==> src/rtl/fpm_ctrl.sv <==
module fpm_ctrl #(
  parameter int ROW_W      = 8,
  parameter int COL_W      = 8,
  parameter int DATA_W     = 16,
  parameter int T_RCD      = 3,
  parameter int T_CAS      = 2,
  parameter int T_CP       = 2,
  parameter int T_RP       = 3,
  parameter int T_CSR      = 1,
  parameter int T_RAS_REF  = 6,
  parameter int PAGE_MAX   = 256,
  parameter int REF_PERIOD = 3125
) (
  input  logic                     clk,
  input  logic                     rst_n,
  input  logic                     req_valid,
  output logic                     req_ready,
  input  logic [ROW_W+COL_W-1:0]   req_addr,
  input  logic                     req_write,
  input  logic [1:0]               req_be,
  input  logic [DATA_W-1:0]        req_wdata,
  output logic                     rsp_valid,
  output logic [DATA_W-1:0]        rsp_rdata,
  output logic [(ROW_W>COL_W ? ROW_W : COL_W)-1:0] dram_addr,
  output logic                     dram_ras_n,
  output logic [1:0]               dram_cas_n,
  output logic                     dram_we_n,
  output logic                     dram_oe_n,
  output logic [DATA_W-1:0]        dram_dq_out,
  output logic                     dram_dq_oe,
  input  logic [DATA_W-1:0]        dram_dq_in
);
  localparam int ADDR_W = ROW_W + COL_W;
  localparam int A_W    = ROW_W > COL_W ? ROW_W : COL_W;
  localparam int LANE_W = DATA_W / 2;
  localparam int M1     = T_RCD > T_CAS ? T_RCD : T_CAS;
  localparam int M2     = T_CP > T_RP ? T_CP : T_RP;
  localparam int M3     = T_CSR > T_RAS_REF ? T_CSR : T_RAS_REF;
  localparam int M12    = M1 > M2 ? M1 : M2;
  localparam int TMAX   = M12 > M3 ? M12 : M3;
  localparam int CNT_W  = $clog2(TMAX + 1);
  localparam int REF_W  = $clog2(REF_PERIOD + 1);
  localparam int PG_W   = $clog2(PAGE_MAX + 1);

  typedef enum logic [3:0] {
    S_IDLE, S_ROW, S_CSU, S_CAS, S_CPR, S_PAGE, S_PRE, S_RCAS, S_RRAS, S_RREC
  } st_t;

  st_t               st;
  logic [CNT_W-1:0]  cnt;
  logic [ROW_W-1:0]  row_q;
  logic [COL_W-1:0]  col_q;
  logic              wr_q;
  logic [1:0]        be_q;
  logic [DATA_W-1:0] wd_q;
  logic [REF_W-1:0]  ref_tmr;
  logic              ref_pend;
  logic [PG_W-1:0]   pg_cnt;
  logic              pre_to_row;

  wire accept    = req_valid && req_ready;
  wire hit       = req_addr[ADDR_W-1:COL_W] == row_q;
  wire cnt_done  = cnt == '0;
  wire col_phase = st inside {S_CSU, S_CAS, S_CPR};
  wire ref_cas   = st inside {S_RCAS, S_RRAS};
  wire [DATA_W-1:0] lane_mask = {{LANE_W{be_q[1]}}, {LANE_W{be_q[0]}}};

  assign req_ready     = (st == S_IDLE || st == S_PAGE) && !ref_pend;
  assign dram_addr     = col_phase ? A_W'(col_q) : A_W'(row_q);
  assign dram_ras_n    = !(st inside {S_ROW, S_CSU, S_CAS, S_CPR, S_PAGE, S_RRAS});
  assign dram_cas_n[0] = !((st == S_CAS && be_q[0]) || ref_cas);
  assign dram_cas_n[1] = !((st == S_CAS && be_q[1]) || ref_cas);
  assign dram_we_n     = !(wr_q && col_phase);
  assign dram_oe_n     = !(!wr_q && st == S_CAS);
  assign dram_dq_oe    = !dram_we_n;
  assign dram_dq_out   = wd_q;

  always_ff @(posedge clk) begin
    if (!rst_n) begin
      st         <= S_IDLE;
      cnt        <= '0;
      row_q      <= '0;
      col_q      <= '0;
      wr_q       <= 1'b0;
      be_q       <= '0;
      wd_q       <= '0;
      ref_tmr    <= REF_W'(REF_PERIOD - 1);
      ref_pend   <= 1'b0;
      pg_cnt     <= '0;
      pre_to_row <= 1'b0;
      rsp_valid  <= 1'b0;
      rsp_rdata  <= '0;
    end else begin
      rsp_valid <= 1'b0;
      if (!cnt_done) cnt <= cnt - 1'b1;
      if (accept) begin
        row_q <= req_addr[ADDR_W-1:COL_W];
        col_q <= req_addr[COL_W-1:0];
        wr_q  <= req_write;
        be_q  <= req_be;
        wd_q  <= req_wdata;
      end
      case (st)
        S_IDLE:
          if (ref_pend) begin
            st       <= S_RCAS;
            cnt      <= CNT_W'(T_CSR - 1);
            ref_pend <= 1'b0;
          end else if (accept) begin
            st     <= S_ROW;
            cnt    <= CNT_W'(T_RCD - 1);
            pg_cnt <= '0;
          end
        S_ROW: if (cnt_done) st <= S_CSU;
        S_CSU: begin
          st  <= S_CAS;
          cnt <= CNT_W'(T_CAS - 1);
        end
        S_CAS:
          if (cnt_done) begin
            if (!wr_q) begin
              rsp_rdata <= dram_dq_in & lane_mask;
              rsp_valid <= 1'b1;
            end
            st  <= S_CPR;
            cnt <= CNT_W'(T_CP - 1);
          end
        S_CPR:
          if (cnt_done) begin
            pg_cnt <= pg_cnt + 1'b1;
            if (pg_cnt == PG_W'(PAGE_MAX - 1)) begin
              st         <= S_PRE;
              pre_to_row <= 1'b0;
              cnt        <= CNT_W'(T_RP - 1);
            end else begin
              st <= S_PAGE;
            end
          end
        S_PAGE:
          if (ref_pend) begin
            st         <= S_PRE;
            pre_to_row <= 1'b0;
            cnt        <= CNT_W'(T_RP - 1);
          end else if (accept) begin
            if (hit) begin
              st <= S_CSU;
            end else begin
              st         <= S_PRE;
              pre_to_row <= 1'b1;
              cnt        <= CNT_W'(T_RP - 1);
            end
          end
        S_PRE:
          if (cnt_done) begin
            if (pre_to_row) begin
              st     <= S_ROW;
              cnt    <= CNT_W'(T_RCD - 1);
              pg_cnt <= '0;
            end else begin
              st <= S_IDLE;
            end
          end
        S_RCAS:
          if (cnt_done) begin
            st  <= S_RRAS;
            cnt <= CNT_W'(T_RAS_REF - 1);
          end
        S_RRAS:
          if (cnt_done) begin
            st  <= S_RREC;
            cnt <= CNT_W'(T_RP - 1);
          end
        S_RREC: if (cnt_done) st <= S_IDLE;
        default: st <= S_IDLE;
      endcase
      if (ref_tmr == '0) begin
        ref_tmr  <= REF_W'(REF_PERIOD - 1);
        ref_pend <= 1'b1;
      end else begin
        ref_tmr <= ref_tmr - 1'b1;
      end
    end
  end

  logic [15:0] ras_hi_c, ras_lo_c, cas_hi_c, cas_lo_c;
  wire cas_any = dram_cas_n != 2'b11;

  always_ff @(posedge clk) begin
    if (!rst_n) begin
      ras_hi_c <= 16'hFFFF;
      ras_lo_c <= '0;
      cas_hi_c <= 16'hFFFF;
      cas_lo_c <= '0;
    end else begin
      ras_hi_c <= dram_ras_n ? (ras_hi_c == 16'hFFFF ? ras_hi_c : ras_hi_c + 1'b1) : '0;
      ras_lo_c <= !dram_ras_n ? (ras_lo_c == 16'hFFFF ? ras_lo_c : ras_lo_c + 1'b1) : '0;
      cas_hi_c <= !cas_any ? (cas_hi_c == 16'hFFFF ? cas_hi_c : cas_hi_c + 1'b1) : '0;
      cas_lo_c <= cas_any ? (cas_lo_c == 16'hFFFF ? cas_lo_c : cas_lo_c + 1'b1) : '0;
    end
  end

  AST_RSP_AFTER_READ: assert property (@(posedge clk) disable iff (!rst_n) rsp_valid |-> $past(!dram_oe_n));
  AST_EARLY_WRITE: assert property (@(posedge clk) disable iff (!rst_n) $rose(cas_any) && !dram_we_n |-> $past(!dram_we_n));
  AST_NO_BUS_FIGHT: assert property (@(posedge clk) disable iff (!rst_n) dram_dq_oe |-> dram_oe_n);
  AST_PRECHARGE: assert property (@(posedge clk) disable iff (!rst_n) $fell(dram_ras_n) |-> ras_hi_c >= 16'(T_RP));
  AST_RAS_TO_CAS: assert property (@(posedge clk) disable iff (!rst_n) $rose(cas_any) && !dram_ras_n |-> ras_lo_c >= 16'(T_RCD));
  AST_CAS_HIGH: assert property (@(posedge clk) disable iff (!rst_n) $rose(cas_any) && !dram_ras_n |-> cas_hi_c >= 16'(T_CP));
  AST_CAS_WIDTH: assert property (@(posedge clk) disable iff (!rst_n) $fell(cas_any) && !dram_ras_n |-> cas_lo_c >= 16'(T_CAS));
  AST_CBR_ORDER: assert property (@(posedge clk) disable iff (!rst_n) $fell(dram_ras_n) && cas_any |-> cas_lo_c >= 16'(T_CSR));
  AST_REF_BLOCKS: assert property (@(posedge clk) disable iff (!rst_n) $rose(cas_any) && dram_ras_n |-> !$past(req_ready));
endmodule

==> config.mk <==
export PLATFORM = sky130hd
export DESIGN_NAME = fpm_ctrl
export DESIGN_NICKNAME = d
export VERILOG_FILES = /design/src/rtl/fpm_ctrl.sv
export SDC_FILE = /design/constraint.sdc
export NUM_CORES = 1
export LEC_CHECK = 0
export BUFFER_PORTS_ARGS = -buffer_cell sky130_fd_sc_hd__buf_2
export CAP_MARGIN = 0
export CORE_UTILIZATION = 39
export CTS_BUF_LIST = sky130_fd_sc_hd__clkbuf_8 sky130_fd_sc_hd__clkbuf_16
export DETAILED_ROUTE_END_ITERATION = 8
export SETUP_SLACK_MARGIN = 0.15
export SYNTH_ARGS = -nofsm -noshare
export SYNTH_HDL_FRONTEND = slang
export SYNTH_SLANG_ARGS = --single-unit
==> constraint.sdc <==
create_clock -name clk -period 3.4 [get_ports clk]
set_clock_uncertainty 0.15 [all_clocks]
set_input_delay 0.34 -clock clk [delete_from_list [all_inputs] [get_ports clk]]
set_output_delay 0.34 -clock clk [all_outputs]
set_load 0.005 [all_outputs]
==> results of run 1 <==
[cell usage after synthesis, types with 6 or more instances]
library cell	instances	area, um^2
nand2_1	91	342
dfxtp_1	82	1640
a21boi_0	38	285
nor2_1	36	135
a22o_1	16	140
clkbuf_1	16	60.1
xor2_1	14	123
inv_1	11	41.3
a21oi_1	10	50.1
o21ai_0	10	50.1
and3_1	9	56.3
mux2_2	9	101
xnor2_1	9	78.8
ha_1	8	100
nand2b_1	6	37.5
[sequential cells by signal, summed over array words and instances, names as in the netlist, 2 cells and up]
name,flops
be_q,2
ref_tmr,12
st,4
cnt,3
row_q,8
pg_cnt,9
col_q,8
rsp_rdata,16
dram_dq_out,16
[final timing paths]
kind / cells after the start / to / slack [ps]
worst max-delay path: 8 / rsp_rdata[15] / 630
worst min-delay path: 2 / rsp_rdata[10] / 60
worst max register to register: 8 / rsp_rdata[15] / 630
worst min register to register: 2 / dram_dq_out[12] / 310
[report_power, final]
part / internal, mW / total (mW) / switching [mW]
sequential: 1.12 / 1.28 / 0.165
clock: 0.361 / 0.711 / 0.351
combinational: 0.568 / 1.35 / 0.786
total: 2.05 / 3.35 / 1.30
[cells by family after synthesis]
logic type	count (synthesis)	synth area share [%]
flip-flops	82	42.4
adder cells (fa/ha/maj)	8	2.58
buffers and inverters	38	4.36
XOR/XNOR	23	5.20
multiplexers	11	3.13
AO/OA/AOI/OAI	113	21.9
AND/OR/NAND/NOR	176	20.4
[layer usage]
| layer | part of all wire (%) | up-vias | routed length [um] |
|---|---|---|---|
| met5 | 0 | - | 0 |
| met1 | 46 | 1614 | 4260 |
| li1 | - | 1749 | - |
| met4 | 2.0 | 0 | 185 |
| met2 | 46 | 127 | 4260 |
| met3 | 5.9 | 15 | 547 |
[cells in the final DEF, fill, tap and decap left out, types with 5 or more instances in the layout]
cell	count
mux2_2	9
nand2b_1	6
ha_1	8
clkbuf_8	10
buf_4	6
a21oi_1	10
a21boi_0	38
nor4_1	5
nand2_1	91
a22o_1	16
dfxtp_1	82
buf_2	101
xnor2_1	9
xor2_1	14
nor2b_1	5
and3_1	9
inv_1	12
nor2_1	36
o21ai_0	10
[stage by stage]
stage	setup slack, ps	power [mW]	util [%]	cell area [um^2]	hold WS (ps)
5_1_grt	404	3.61	48.2	4670	40.6
6_report	626	3.35	48.2	4670	62.9
3_5_place_dp	679	2.66	46.1	4460	303
4_1_cts	657	3.38	48.2	4670	44.2
3_3_place_gp	760	2.64	46.1	4460	298
2_1_floorplan	897	2.25	-	3870	276
[cell type report]
type | count | area [um^2] | share of cell area [%]
clock buffers | 10 | 138 | 2.95
repair buffers | 107 | 551 | 11.8
flip-flops and latches | 82 | 1640 | 35.2
well taps | 133 | 166 | 3.56
multi-input cells | 331 | 2060 | 44.2
inverters | 11 | 41.3 | 0.884
clock inverters | 6 | 66.3 | 1.42
==> flow_metrics.tcl, run 1 <==
set metrics [dict create \
    synthCells 451 \
    power_leakage_nw 2.01 \
    outcome "completed" \
    coreArea_mm2 0.00968 \
    hold_class "in2reg" \
    htree_levels 3 \
    drv_slew 0 \
    cts_buffers 9 \
    dieArea_mm2 0.0103 \
    clock_path_buffers 2 \
    ys.flop_type "dfxtp_1" \
    cts_resized 0 \
    fillers 987 \
    grt_max_degree 53 \
    grt_busiest_layer "met2" \
    pwr_density_cell_mw_per_mm2 718 \
    syn-cell-area_mm2 0.00387 \
    synth.distinct_cells 56 \
    ant_nets 0 \
    insertion_delay_ps 340 \
    post_cts_buffers 0 \
    cp.required_ps 3530 \
    yosys_register_bits 82 \
    met2_usage_pct 30.9 \
    yosysWarningCount 0 \
    clock-sinks 82 \
    gp_congestion 0.881 \
    syn_avg_cell_area_um2 8.59 \
    clockRootBuffer "clkbuf_8" \
    routed_wirelength_um 9260 \
    setup-violations-final 0 \
    period_share_pct 81.6 \
    grt_pass1_vias 3201 \
    diodes 0 \
    hold_viol 0 \
    worstSetupStartpointType "flip-flop" \
    period_needed_ps 2770 \
    slew_headroom_pct 31.2 \
    portBuffers 101 \
    end_kind "flip-flop" \
    max_cap_viol_count 0 \
    wire_per_inst_um 13.6 \
    grt_setup_unrepaired "false" \
    synth_edf_count 0 \
    fmax_ghz 0.361 \
    placed_cells 664 \
    io-pin-count 102 \
    timing.rr.start "cnt[0]" \
    async_flop_share_pct 0 \
    clk_pin_slew_worst_paths_ps 80 \
    min-delay-start "dram_dq_in[10]" \
    die_w_um 102 \
    critical_path.startpoint "cnt[0]" \
    worst_pin_slew_ps 1030 \
    layout.nets 604 \
    holdBufCountCts 0 \
    fin_tns_setup_ps 0 \
    first_pass_iters 6 \
    die_y_um 102 \
    cpMaxStageDelayCell "nor2b_1" \
    cp_cell_sequence "inv_1, ha_1, nor2b_1, buf_4, inv_1, nor4_1, nor2b_1, a22o_1" \
    use_met1_pct 22.2 \
    antenna_found_initial 0 \
    crit_family "simple AND/OR/NAND/NOR gates" \
    via_per_inst 5.15 \
    use_met3_pct 3.80 \
    cp_max_fo 16 \
    drive_above_1_share_pct 24.9 \
    cp_slowest_stage_delay_ps 820 \
    initial_utilization_pct 40.0 \
    worst_ir_drop_vdd_mv 0.329 \
    cp_num_buf_inv 3 \
    grt.total_usage_pct 18.1 \
    grt_pass1_wl_um 14800 \
    cts_tree "done" \
    num_rows 36 \
    syn2layout_area_growth_pct 20.5 \
    grt-ovfl-total 0 \
    instances_no_fill 680 \
    synth_nets 513 \
    yosysSeqAreaShare_pct 42.4 \
    vias 3505 \
    critical_path_arrival_ps 2910 \
    hpwlAfterDp_um 6610 \
    drcViolationCount 0 \
    initialDrtViolationCount 155 \
    path_class "reg2reg" \
]
(Power assumes the default switching activity.)
==> run 2: changes to the inputs <==
clock period = 2.3 ns   (was 3.4 ns; I/O delays follow)
==> run 2 against run 1 <==
Compared with the run above:
- first-iteration DRC count rose by 28%
- critical path type is now reg2out
- largest cell class unchanged
- power rose by 73%
- largest power group unchanged
- critical path depth fell by 1
- setup slack got worse by 500 ps
==> flow_metrics.tcl, run 2 (synthesis results as in run 1) <==
set metrics [dict create \
    grt_max_degree 52 \
    hold_class "in2reg" \
    power_leakage_nw 2.42 \
    cp.required_ps 1920 \
    die_w_um 102 \
    drv_slew 0 \
    coreArea_mm2 0.00968 \
    period_needed_ps 2180 \
    drcViolationCount 0 \
    grt_pass1_wl_um 16600 \
    timing.rr.start "row_q[4]" \
    layout.nets 683 \
    cp_num_buf_inv 3 \
    end_kind "output port" \
    cp_cell_sequence "buf_8, nor2_4, nand2_2, a21oi_4, buf_6, mux2_4, buf_6" \
    grt_pass1_vias 3758 \
    clk_pin_slew_worst_paths_ps 80 \
    clock_path_buffers 2 \
    cts_tree "done" \
    fillers 840 \
    fmax_ghz 0.459 \
    via_per_inst 5.06 \
    regArea_mm2 0.00165 \
    period_share_pct 94.7 \
    min_to "cnt[2]" \
    portBuffers 101 \
    cpMostUsedCell "buf_6" \
    max_cap_viol_count 0 \
    diodes 0 \
    cp_max_fo 5 \
    wire_per_inst_um 14.3 \
    clockRootBuffer "clkbuf_8" \
    slew_headroom_pct 57.3 \
    setup-violations-final 0 \
    htree_levels 3 \
    antenna_found_initial 0 \
    fin_tns_setup_ps 0 \
    first_pass_iters 4 \
    clock-sinks 82 \
    drive_above_1_share_pct 30.2 \
    insertion_delay_ps 350 \
    mostFrequentLayoutCells "93 x buf_2, 89 x nand2_1, 76 x dfxtp_1" \
    syn2layout_area_growth_pct 45.5 \
    worst_ir_drop_vdd_mv 0.565 \
    initialDrtViolationCount 198 \
    path_class "reg2out" \
    worst_pin_slew_ps 637 \
    fin_util_pct 58.2 \
    hold_viol 0 \
    worstSetupStartpointType "flip-flop" \
    grt_setup_unrepaired "true" \
    routed_wirelength_um 10900 \
    hold_depth 4 \
    reg2regPathDepth 5 \
    grt.total_usage_pct 20.3 \
    io-pin-count 102 \
    cpMaxStageDelayCell "dfxtp_2" \
    num_rows 36 \
    ant_nets 0 \
    outcome "completed" \
    crit_family "buffers and inverters" \
    cts_buffers 9 \
    finalPower_mw 5.80 \
    hpwlAfterDp_um 6760 \
    cp_slowest_stage_delay_ps 340 \
    multi_input_comb_area_mm2 0.00220 \
    layout_commonest_cell "buf_2" \
    initial_utilization_pct 40.0 \
    vias 3838 \
    min-delay-start "req_valid" \
    die_y_um 102 \
    dieArea_mm2 0.0103 \
    ff2ff_setup_slack_ps 200 \
    critical_path.startpoint "st[1]" \
    r2r_end "cnt[2]" \
    critical_path_arrival_ps 1800 \
    holdWs_ps 267 \
    gp_congestion 0.811 \
    grt-ovfl-total 0 \
    pwr_density_cell_mw_per_mm2 1030 \
]
## run 2: area by class of cell
type,instances,share of cell area [%]
multi-input combinational,331,39.0
sequential,82,29.3
timing repair buffer,186,24.9
inverter,11,0.732
clock inverter,6,0.644
clock buffer,10,2.44
tap,133,2.95
## run 2: worst max path at each step
stage / endpoint / cells past startpoint
detailed placement: rsp_rdata[9] / 4
floorplan: cnt[0] / 11
finish: dram_addr[0] / 7
global placement: rsp_rdata[8] / 4
CTS: dram_addr[0] / 7
global route: dram_addr[0] / 7
## run 2: through the flow
stage | instances | setup WS [ps] | cell area (um^2)
floorplan | 451 | 170 | 3920
CTS | 754 | 126 | 5450
detailed placement | 679 | 89.4 | 4630
global route | 759 | 66.4 | 5640
global placement | 679 | 206 | 4630
finish | 759 | 121 | 5640
## run 2: routing by layer
metal / vias to the layer above / track usage (%) / wire length [um]
met5: - / 0 / 0
met4: 0 / 7.80 / 248
met3: 24 / 4.49 / 490
met2: 112 / 36.3 / 5220
li1: 1903 / - / -
met1: 1799 / 23.5 / 4910
## run 2: timing repair
action,4_1_cts,5_1_grt
buffers inserted,7,4
cloned,1,1
setup endpoints to repair,29,62
hold buffers,51,0
pin swaps,2,7
hold endpoints to repair,51,0
resized for setup,21,31
## run 2: report_power, final
| group | total (mW) | internal (mW) | leakage [nW] | switching [mW] |
|---|---|---|---|---|
| sequential | 1.87 | 1.67 | 0.671 | 0.198 |
| combinational | 3.01 | 1.52 | 1.65 | 1.49 |
| clock | 0.922 | 0.414 | 0.0963 | 0.508 |
| total | 5.80 | 3.60 | 2.42 | 2.19 |
## run 2: tightest hold or removal path: cells and delay by family
family | cells | cell delay (ps)
buffers and inverters | 1 | 150
and+or+nand+nor | 1 | 90
AOI/OAI and AO/OA | 2 | 250
==> run 3: changes to the inputs <==
CTS_BUF_LIST = not set   (was sky130_fd_sc_hd__clkbuf_8 sky130_fd_sc_hd__clkbuf_16)
==> run 3 against run 2 <==
Compared with the run above:
- routed wire length shrank 0.12%
- first-iteration DRC count decreased by 4.0%
- power increased by 0.28%
- fmax about the same
- core utilization is the same
- register-to-register slack about the same
- die area did not move
- flip-flop and latch count unchanged
- combinational power is essentially flat
- setup slack got worse by 0.80 ps
- largest power group unchanged
==> flow_metrics.tcl, run 3 (synthesis results as in run 1) <==
set metrics [dict create \
    pwr_density_cell_mw_per_mm2 1030 \
    cpMaxStageDelayCell "dfxtp_2" \
    min-delay-start "req_valid" \
    slew_headroom_pct 57.3 \
    wire_per_inst_um 14.3 \
    htree_levels 3 \
    clock_path_buffers 2 \
    cp_cell_sequence "buf_8, nor2_4, nand2_2, a21oi_4, buf_6, mux2_4, buf_6" \
    fin_util_pct 58.2 \
    initial_utilization_pct 40.0 \
    drcViolationCount 0 \
    grt-ovfl-total 0 \
    grt_pass1_vias 3758 \
    grt_setup_unrepaired "true" \
    layout.nets 683 \
    end_kind "output port" \
    worst_ir_drop_vdd_mv 0.569 \
    cts_tree "done" \
    place_area_mm2 0.00463 \
    period_needed_ps 2180 \
    netSwitchingFraction_pct 37.8 \
    initialDrtViolationCount 190 \
    crit_family "buffers and inverters" \
    worstSetupStartpointType "flip-flop" \
    gp_congestion 0.811 \
    cp_slowest_stage_delay_ps 340 \
    fmax_ghz 0.459 \
    cp.required_ps 1920 \
    io-pin-count 102 \
    num_rows 36 \
    die_y_um 102 \
    vias 3848 \
    first_pass_iters 4 \
    critical_path.startpoint "st[1]" \
    ant_nets 0 \
    layout_commonest_cell "buf_2" \
    switchingPower_mw 2.20 \
    critical_path_arrival_ps 1800 \
    max_cap_viol_count 0 \
    clk_pin_slew_worst_paths_ps 80 \
    power_leakage_nw 2.41 \
    fin_tns_setup_ps 0 \
    period_share_pct 94.8 \
    routed_wirelength_um 10900 \
    hpwlAfterDp_um 6760 \
    hold_class "in2reg" \
    diodes 0 \
    syn2layout_area_growth_pct 45.5 \
    setup-violations-final 0 \
    timing.rr.start "row_q[4]" \
    clockRootBuffer "clkbuf_8" \
    cts_buffers 9 \
    grt_pass1_wl_um 16600 \
    antenna_found_initial 0 \
    cp_max_fo 5 \
    instances_no_fill 759 \
    grt.total_usage_pct 20.3 \
    hold_viol 0 \
    path_class "reg2out" \
    die_w_um 102 \
    drive_above_1_share_pct 30.2 \
    outcome "completed" \
    drv_slew 0 \
    holdWs_ps 267 \
    mostFrequentLayoutCells "93 x buf_2, 89 x nand2_1, 76 x dfxtp_1" \
    cpMostUsedCell "buf_6" \
    pwr-share-comb_pct 51.8 \
    via_per_inst 5.07 \
    coreArea_mm2 0.00968 \
    clock_power_share_pct 16.1 \
    dieArea_mm2 0.0103 \
    portBuffers 101 \
    pwr-share-seq_pct 32.2 \
    worst_pin_slew_ps 637 \
    internal-power_mw 3.62 \
    placed_cells 679 \
    cp_num_buf_inv 3 \
    final_area_mm2 0.00564 \
    grt_max_degree 52 \
    clock-sinks 82 \
    insertion_delay_ps 350 \
]
run 3: power groups by stage:
stage          Clock [mW]  Sequential (mW)  Combinational, mW
2_1_floorplan           0             1.82               1.60
6_report            0.934             1.87               3.01
4_1_cts             0.967             1.86               2.66
5_1_grt              1.02             1.91               3.28
3_5_place_dp            0             1.89               2.33
3_3_place_gp            0             1.88               2.30
run 3: stage by stage:
stage | worst slack (ps) | power [mW]
6_report | 121 | 5.81
5_1_grt | 66.4 | 6.20
4_1_cts | 126 | 5.49
3_5_place_dp | 89.4 | 4.22
3_3_place_gp | 206 | 4.18
2_1_floorplan | 170 | 3.42
run 3: layer usage:
metal | part of all wire (%) | up-vias | global-route usage (%)
met4 | 2.3 | 0 | 7.80
met2 | 48 | 110 | 36.3
met5 | 0 | - | 0
met1 | 45 | 1810 | 23.5
met3 | 4.4 | 24 | 4.49
li1 | - | 1904 | -
run 3: path summary, 6_finish.rpt:
check	end	depth (start not counted)	slack, ps
setup / recovery	dram_addr[0]	7	120
hold / removal	cnt[2]	4	270
setup reg to reg	cnt[2]	5	200
hold reg to reg	dram_dq_out[5]	2	310
run 3: cell type report:
| class | instances | area (um^2) |
|---|---|---|
| clock buffer | 13 | 149 |
| clock inverter | 3 | 25.0 |
| fill | 840 | 4050 |
| inverter | 11 | 41.3 |
| multi-input combinational | 331 | 2200 |
| sequential | 82 | 1650 |
| tap | 133 | 166 |
| timing repair buffer | 186 | 1400 |
run 3: worst register-to-register path: stages, from the launching register on:
cell	delay, ps
dfxtp_1	340
xor2_1	180
nor4_2	350
nand3_1	210
or4b_2	640
a31oi_1	170
run 3: timing repair:
| action | in CTS | in global routing |
|---|---|---|
| resized for setup | 21 | 31 |
| endpoints found under the setup margin | 29 | 62 |
| pin swaps | 2 | 7 |
| hold endpoints to repair | 51 | 0 |
| gates cloned | 1 | 1 |
| hold buffers | 51 | 0 |
| setup buffers | 7 | 4 |
